<file path="config.mk">
export PLATFORM = sky130hd
export DESIGN_NAME = qspi_word_reader
export DESIGN_NICKNAME = d
export VERILOG_FILES = /design/src/rtl/qspi_rd_pkg.sv /design/src/rtl/qspi_rd_sync.sv /design/src/rtl/qspi_rd_txsh.sv /design/src/rtl/qspi_word_reader.sv
export SDC_FILE = /design/constraint.sdc
export NUM_CORES = 1
export LEC_CHECK = 0
export BUFFER_PORTS_ARGS = -buffer_cell sky130_fd_sc_hd__buf_2
export CORE_ASPECT_RATIO = 0.75
export CORE_MARGIN = 8
export CORE_UTILIZATION = 55
export CTS_CLUSTER_SIZE = 20
export DETAILED_ROUTE_END_ITERATION = 8
export MAX_ROUTING_LAYER = met4
export PLACE_DENSITY = 0.77
export SLEW_MARGIN = 20
export SYNTH_ARGS = -nofsm -noshare
export SYNTH_HDL_FRONTEND = slang
export SYNTH_SLANG_ARGS = --single-unit
</file>
<file path="constraint.sdc">
create_clock -name clk -period 2.1 [get_ports clk]
set_input_delay 0.21 -clock clk [delete_from_list [all_inputs] [get_ports clk]]
set_output_delay 0.21 -clock clk [all_outputs]
set_load 0.02 [all_outputs]
</file>
<file path="src/rtl/qspi_rd_pkg.sv">
package qspi_rd_pkg;
    typedef enum logic [2:0] {
        ST_IDLE,
        ST_ADDR,
        ST_CMD,
        ST_DATA,
        ST_HALT
    } qrd_state_e;

    typedef enum logic {
        LANE_ONE,
        LANE_FOUR
    } lane_e;

    localparam logic [7:0] CMD_ONE_LINE  = 8'h03;
    localparam logic [7:0] CMD_FOUR_LINE = 8'h6B;
endpackage

</file>
<file path="src/rtl/qspi_rd_sync.sv">
module qspi_rd_sync #(
    parameter int N = 3,
    parameter logic [N-1:0] RST_VAL = '0
) (
    input  logic         clk,
    input  logic         rst_n,
    input  logic [N-1:0] d_in,
    output logic [N-1:0] d_sync
);
    logic [N-1:0] stage1_q;

    always_ff @(posedge clk or negedge rst_n) begin
        if (!rst_n) begin
            stage1_q <= RST_VAL;
            d_sync   <= RST_VAL;
        end else begin
            stage1_q <= d_in;
            d_sync   <= stage1_q;
        end
    end
endmodule

</file>
<file path="src/rtl/qspi_rd_txsh.sv">
module qspi_rd_txsh
    import qspi_rd_pkg::*;
#(
    parameter int DW = 32
) (
    input  logic          clk,
    input  logic          rst_n,
    input  logic          clear,
    input  logic          step_en,
    input  lane_e         lane,
    input  logic [DW-1:0] ld_data,
    output logic [3:0]    out_bits,
    output logic          word_take,
    output logic          active
);
    localparam int CW = $clog2(DW);
    localparam logic [CW-1:0] LAST_ONE  = CW'(DW - 1);
    localparam logic [CW-1:0] LAST_FOUR = CW'(DW / 4 - 1);

    logic [DW-1:0] sh_q;
    logic [DW-1:0] src;
    logic [CW-1:0] cnt_q;
    logic [CW-1:0] last;

    always_comb begin
        src       = (cnt_q == '0) ? ld_data : sh_q;
        last      = (lane == LANE_FOUR) ? LAST_FOUR : LAST_ONE;
        word_take = step_en && (cnt_q == '0);
    end

    always_ff @(posedge clk or negedge rst_n) begin
        if (!rst_n) begin
            sh_q     <= '0;
            cnt_q    <= '0;
            out_bits <= '0;
            active   <= 1'b0;
        end else if (clear) begin
            sh_q     <= '0;
            cnt_q    <= '0;
            out_bits <= '0;
            active   <= 1'b0;
        end else if (step_en) begin
            active <= 1'b1;
            cnt_q  <= (cnt_q == last) ? '0 : cnt_q + 1'b1;
            if (lane == LANE_FOUR) begin
                out_bits <= src[DW-1 -: 4];
                sh_q     <= src << 4;
            end else begin
                out_bits <= {2'b00, src[DW-1], 1'b0};
                sh_q     <= src << 1;
            end
        end
    end

    // every word boundary in the stream lands exactly on a fresh load
    a_r3_load_at_boundary: assert property (@(posedge clk) disable iff (!rst_n)
        (step_en && !clear && cnt_q == last) |=> (cnt_q == '0));
endmodule

</file>
<file path="src/rtl/qspi_word_reader.sv">
module qspi_word_reader
    import qspi_rd_pkg::*;
#(
    parameter int AW = 8,
    parameter int DW = 32
) (
    input  logic          clk,
    input  logic          rst_n,
    input  logic          sclk,
    input  logic          cs_n,
    input  logic          d0_in,
    output logic [3:0]    dq_out,
    output logic [3:0]    dq_oe,
    output logic [AW-1:0] mem_addr,
    input  logic [DW-1:0] mem_rdata
);
    localparam int HW = (AW - 1 > 7) ? AW - 1 : 7;
    localparam logic [4:0] ADDR_LAST = 5'd23;
    localparam logic [4:0] CMD_LAST  = 5'd7;

    logic [2:0] sync_v;
    logic       sclk_s, cs_hi_s, d0_s, sclk_q;
    logic       rise_s, fall_s;

    qspi_rd_sync #(.N(3), .RST_VAL(3'b010)) u_sync (
        .clk   (clk),
        .rst_n (rst_n),
        .d_in  ({sclk, cs_n, d0_in}),
        .d_sync(sync_v)
    );

    assign sclk_s  = sync_v[2];
    assign cs_hi_s = sync_v[1];
    assign d0_s    = sync_v[0];

    always_ff @(posedge clk or negedge rst_n) begin
        if (!rst_n) sclk_q <= 1'b0;
        else        sclk_q <= sclk_s;
    end

    assign rise_s = sclk_s & ~sclk_q;
    assign fall_s = ~sclk_s & sclk_q;

    qrd_state_e    state_q, state_d;
    logic [4:0]    cnt_q;
    logic [HW-1:0] hdr_q;
    lane_e         lane_q;
    logic [AW-1:0] addr_q;
    logic [7:0]    cmd_full;
    logic [AW-1:0] addr_full;
    logic          cmd_known;

    logic [3:0] tx_bits;
    logic       word_take, tx_active;

    assign cmd_full  = {hdr_q[6:0], d0_s};
    assign addr_full = {hdr_q[AW-2:0], d0_s};
    assign cmd_known = (cmd_full == CMD_ONE_LINE) || (cmd_full == CMD_FOUR_LINE);

    always_comb begin
        state_d = state_q;
        unique case (state_q)
            ST_IDLE: if (!cs_hi_s) state_d = ST_ADDR;
            ST_ADDR: begin
                if (cs_hi_s) state_d = ST_IDLE;
                else if (rise_s && cnt_q == ADDR_LAST) state_d = ST_CMD;
            end
            ST_CMD: begin
                if (cs_hi_s) state_d = ST_IDLE;
                else if (rise_s && cnt_q == CMD_LAST)
                    state_d = cmd_known ? ST_DATA : ST_HALT;
            end
            ST_DATA: if (cs_hi_s) state_d = ST_IDLE;
            ST_HALT: if (cs_hi_s) state_d = ST_IDLE;
            default: state_d = ST_IDLE;
        endcase
    end

    always_ff @(posedge clk or negedge rst_n) begin
        if (!rst_n) begin
            state_q <= ST_IDLE;
            cnt_q   <= '0;
            hdr_q   <= '0;
            lane_q  <= LANE_ONE;
            addr_q  <= '0;
        end else begin
            state_q <= state_d;
            if (state_q == ST_IDLE || cs_hi_s) begin
                cnt_q <= '0;
            end else if (rise_s && (state_q == ST_ADDR || state_q == ST_CMD)) begin
                hdr_q <= {hdr_q[HW-2:0], d0_s};
                if (state_q == ST_ADDR) begin
                    cnt_q <= (cnt_q == ADDR_LAST) ? '0 : cnt_q + 1'b1;
                    if (cnt_q == ADDR_LAST) addr_q <= addr_full;
                end else begin
                    cnt_q <= (cnt_q == CMD_LAST) ? '0 : cnt_q + 1'b1;
                    if (cnt_q == CMD_LAST)
                        lane_q <= (cmd_full == CMD_FOUR_LINE) ? LANE_FOUR : LANE_ONE;
                end
            end else if (state_q == ST_DATA && word_take) begin
                addr_q <= addr_q + 1'b1;
            end
        end
    end

    qspi_rd_txsh #(.DW(DW)) u_txsh (
        .clk      (clk),
        .rst_n    (rst_n),
        .clear    (state_q != ST_DATA),
        .step_en  (fall_s && state_q == ST_DATA),
        .lane     (lane_q),
        .ld_data  (mem_rdata),
        .out_bits (tx_bits),
        .word_take(word_take),
        .active   (tx_active)
    );

    logic [3:0] oe_int;

    always_comb begin
        oe_int = 4'b0000;
        if (state_q == ST_DATA && tx_active)
            oe_int = (lane_q == LANE_FOUR) ? 4'b1111 : 4'b0010;
        dq_oe    = cs_n ? 4'b0000 : oe_int;
        dq_out   = tx_bits;
        mem_addr = addr_q;
    end

    // a raised chip-select always returns the controller to idle
    a_r5_cancel_to_idle: assert property (@(posedge clk) disable iff (!rst_n)
        cs_hi_s |=> (state_q == ST_IDLE));

    // header phases never drive any line
    a_r7_hdr_released: assert property (@(posedge clk) disable iff (!rst_n)
        (state_q == ST_ADDR || state_q == ST_CMD) |-> (oe_int == 4'b0000));

    // an unknown command keeps the lines released
    a_r8_halt_silent: assert property (@(posedge clk) disable iff (!rst_n)
        (state_q == ST_HALT) |-> (oe_int == 4'b0000));

    // only the two legal enable patterns ever appear
    a_r8_oe_pattern: assert property (@(posedge clk) disable iff (!rst_n)
        (oe_int != 4'b0000) |-> (oe_int == 4'b0010 || oe_int == 4'b1111));

    // each word taken moves the pointer up by one, modulo the depth
    a_r4_addr_step: assert property (@(posedge clk) disable iff (!rst_n)
        (word_take && state_q == ST_DATA) |=> (addr_q == $past(addr_q) + 1'b1));

    // returned bits move only on a detected falling edge
    a_r9_fall_only: assert property (@(posedge clk) disable iff (!rst_n)
        (!fall_s && state_q == ST_DATA && $past(state_q) == ST_DATA) |=> $stable(tx_bits));
endmodule

</file>
==> flow_summary.toml <==
[run_status]
outcome = "finished, final reports clean"

[routing]
drcViolationCount = 0
drtAntennaViolNets = 0
wl_per_cell_um = 17.3
via_per_inst = 5.69
vias = 3018
dr.pass1.iters = 5
drt_iter0_drc = 220
wirelength_um = 9150

[synth]
synth.net_count = 411
ys.flop_type = "dfrtp_1"
synth_area_um2 = 3910
ys_ff_latch = 72
synthTopCellsByArea = "dfrtp_1, mux2i_1, nand2_1"
synth_cells = 370
async_flop_share = 1.00
yosysUniqueCellTypes = 50
yosys_warnings = 0
ys_seq_area_frac = 0.461
yosysTopAreaCell = "dfrtp_1"
yosysTopAreaCellShare = 0.448
avgSynthCellArea_um2 = 10.6
synth_enable_flop_cells = 0

[floorplanning]
dieArea_um2 = 10100
chipWidth_um = 113
pin_count = 53
die_height_um = 89.0
row_count = 26
coreArea_um2 = 6860
start_util = 0.570

[finish]
fin_nets = 468
diodes = 0
final_cell_mix = "dfrtp_1, mux2i_1, buf_2"
final_common_cell = "dfrtp_1"
area_growth_pct = 17.3
drive_gt1_frac = 0.266

[timing]
tns_ns = 0
rsz0062_at_grt = "no"
hold_viol = 0
max_freq_ghz = 0.513
skew_ns = 0.00883
min_period_ns = 1.95
period_share = 0.929
maxSlewViolCount = 0
setup_slack_ns = 0.149
worstMarginPinSlew_ns = 0.462
maxSlewHeadroom = 0.692
setup_viol = 0

[critical_path]
cp_max_fo = 23
worst_ep_required_time_ns = 2.34
crit_type = "reg2reg"
cp_slowest_stage_delay_ns = 0.42
crit_arrival_ns = 2.19
cp-start-kind = "flop"
critical-path-top-delay-family = "multiplexers"
crit_slowest_cell = "dfrtp_1"
cp-end-kind = "flop"
cp_cell_sequence = "inv_1, ha_1, nor4b_4, buf_12, mux2i_1, mux2i_1, a22o_1"
cpMostUsedCell = "mux2i_1"
worst-path-buf-inv = 2

[clock_network]
htreeDepth = 3
clockBufferDepth = 2
root_buffer = "clkbuf_8"
cts_num_sinks = 72
clkLatencyLatePin_ns = 0.35
path_clk_slew_ns = 0.07
cts_made_buffers = 9
cts_tree = "built"

[worst_hold_path]
hold_path.class = "in2reg"

[grt]
grt_pass1_vias = 3023
track_usage = 0.196
grt_start_max_net_pins = 73
grt_pass1_wl_um = 15200
grt_overflow_total = 0
antenna_found_initial = 0

[power]
ir_drop_mv = 0.372
p_leak_nw = 2.35
power_density_nw_per_um2 = 673

[place]
post-place-ws_ns = 0.173
port_buffers = 52
place_hpwl_um = 6490
globalplace.congestion = 0.793

[flow_run]
maxCapViolCount = 0
worst min-delay path, stage by stage:
cell and delay (ns):
buf_2 0.11, nand2_1 0.05, o21ai_0 0.09
path summary, 6_finish.rpt:
kind / from / endpoint / slack (ns) / cells past startpoint
setup / recovery: u_txsh.cnt_q[0]$_DFFE_PN0P_ / u_txsh.sh_q[26]$_DFFE_PN0P_ / 0.15 / 7
hold / removal: mem_rdata[0] / u_txsh.sh_q[1]$_DFFE_PN0P_ / 0.15 / 3
setup reg to reg: u_txsh.cnt_q[0]$_DFFE_PN0P_ / u_txsh.sh_q[26]$_DFFE_PN0P_ / 0.15 / 7
hold reg to reg: u_sync.stage1_q[1]$_DFF_PN1_ / u_sync.d_sync[1]$_DFF_PN1_ / 0.36 / 0
max in group asynchronous: rst_n / u_sync.stage1_q[1]$_DFF_PN1_ / 1.36 / 3
min in group asynchronous: rst_n / u_sync.d_sync[2]$_DFF_PN0_ / 0.41 / 3
cell families (layout without fill, tap and decap cells):
kind of cell,count (synthesis),count (layout),share of synthesized area
buf+inv,31,93,0.0499
xor+xnor,6,6,0.0134
simple gates,118,118,0.160
fa+ha+maj,4,4,0.0128
compound gates,69,69,0.120
mux,70,70,0.182
flops,72,72,0.461
layer usage:
metal	global-route usage	vias up	wire, um
met2	0.284	94	4150
met4	0.0614	0	76
met5	-	-	0
met3	0.0445	11	521
li1	-	1449	-
met1	0.269	1464	4410
metrics by stage:
stage	hold slack [ns]	util	instances	cell area [um2]	total power, mW
after floorplan	-0.0856	-	370	3920	1.62
after global placement	0.266	0.625	510	4290	1.72
after CTS	0.143	0.668	530	4580	3.11
after detailed placement	0.267	0.625	510	4290	1.73
final	0.153	0.668	530	4590	3.09
after global routing	0.149	0.668	530	4590	3.21
state kept, by name (all words and copies together), names as in the netlist, 3 cells and up:
register	count
cnt_q	5
hdr_q	7
mem_addr	8
state_q	3
u_sync.d_sync	3
u_sync.stage1_q	3
u_txsh.cnt_q	5
u_txsh.out_bits	4
u_txsh.sh_q	31
Yosys cell counts, types with 2 or more instances:
library cell  count
dfrtp_1          70
mux2i_1          62
nand2_1          47
nand3_1          24
o21ai_0          21
a22o_1           17
a21oi_1          14
nor2_1           13
buf_2             8
mux2_2            8
and3_1            6
a21oi_2           5
clkbuf_1          5
inv_1             5
nand2b_1          5
xor2_1            5
ha_1              4
buf_1             3
buf_4             3
buf_6             3
buf_8             3
nand4_1           3
a21o_1            2
a31oi_1           2
and3b_2           2
dfstp_2           2
nor2b_1           2
nor3b_1           2
nor4b_1           2
o211ai_1          2
power by group:
part	switching [mW]	leakage (nW)	total, mW	internal, mW
combinational	0.118	1.25	0.226	0.109
sequential	0.0514	0.977	1.48	1.43
clock	0.524	0.126	1.38	0.852
timing repair:
item,CTS,global route
hold buffers,4,0
setup buffers,0,0
gates resized for setup,0,1
hold endpoints to repair,73,0
setup endpoints to repair,0,3
final cells by class:
class,instances,area [um2]
Clock inverter,5,103
Fill cell,536,2280
Timing Repair Buffer,72,458
Sequential cell,72,1810
Inverter,5,18.8
Clock buffer,11,151
Tap cell,98,123
Multi-Input combinational cell,267,1930
Power figures use the tool's default switching activity.
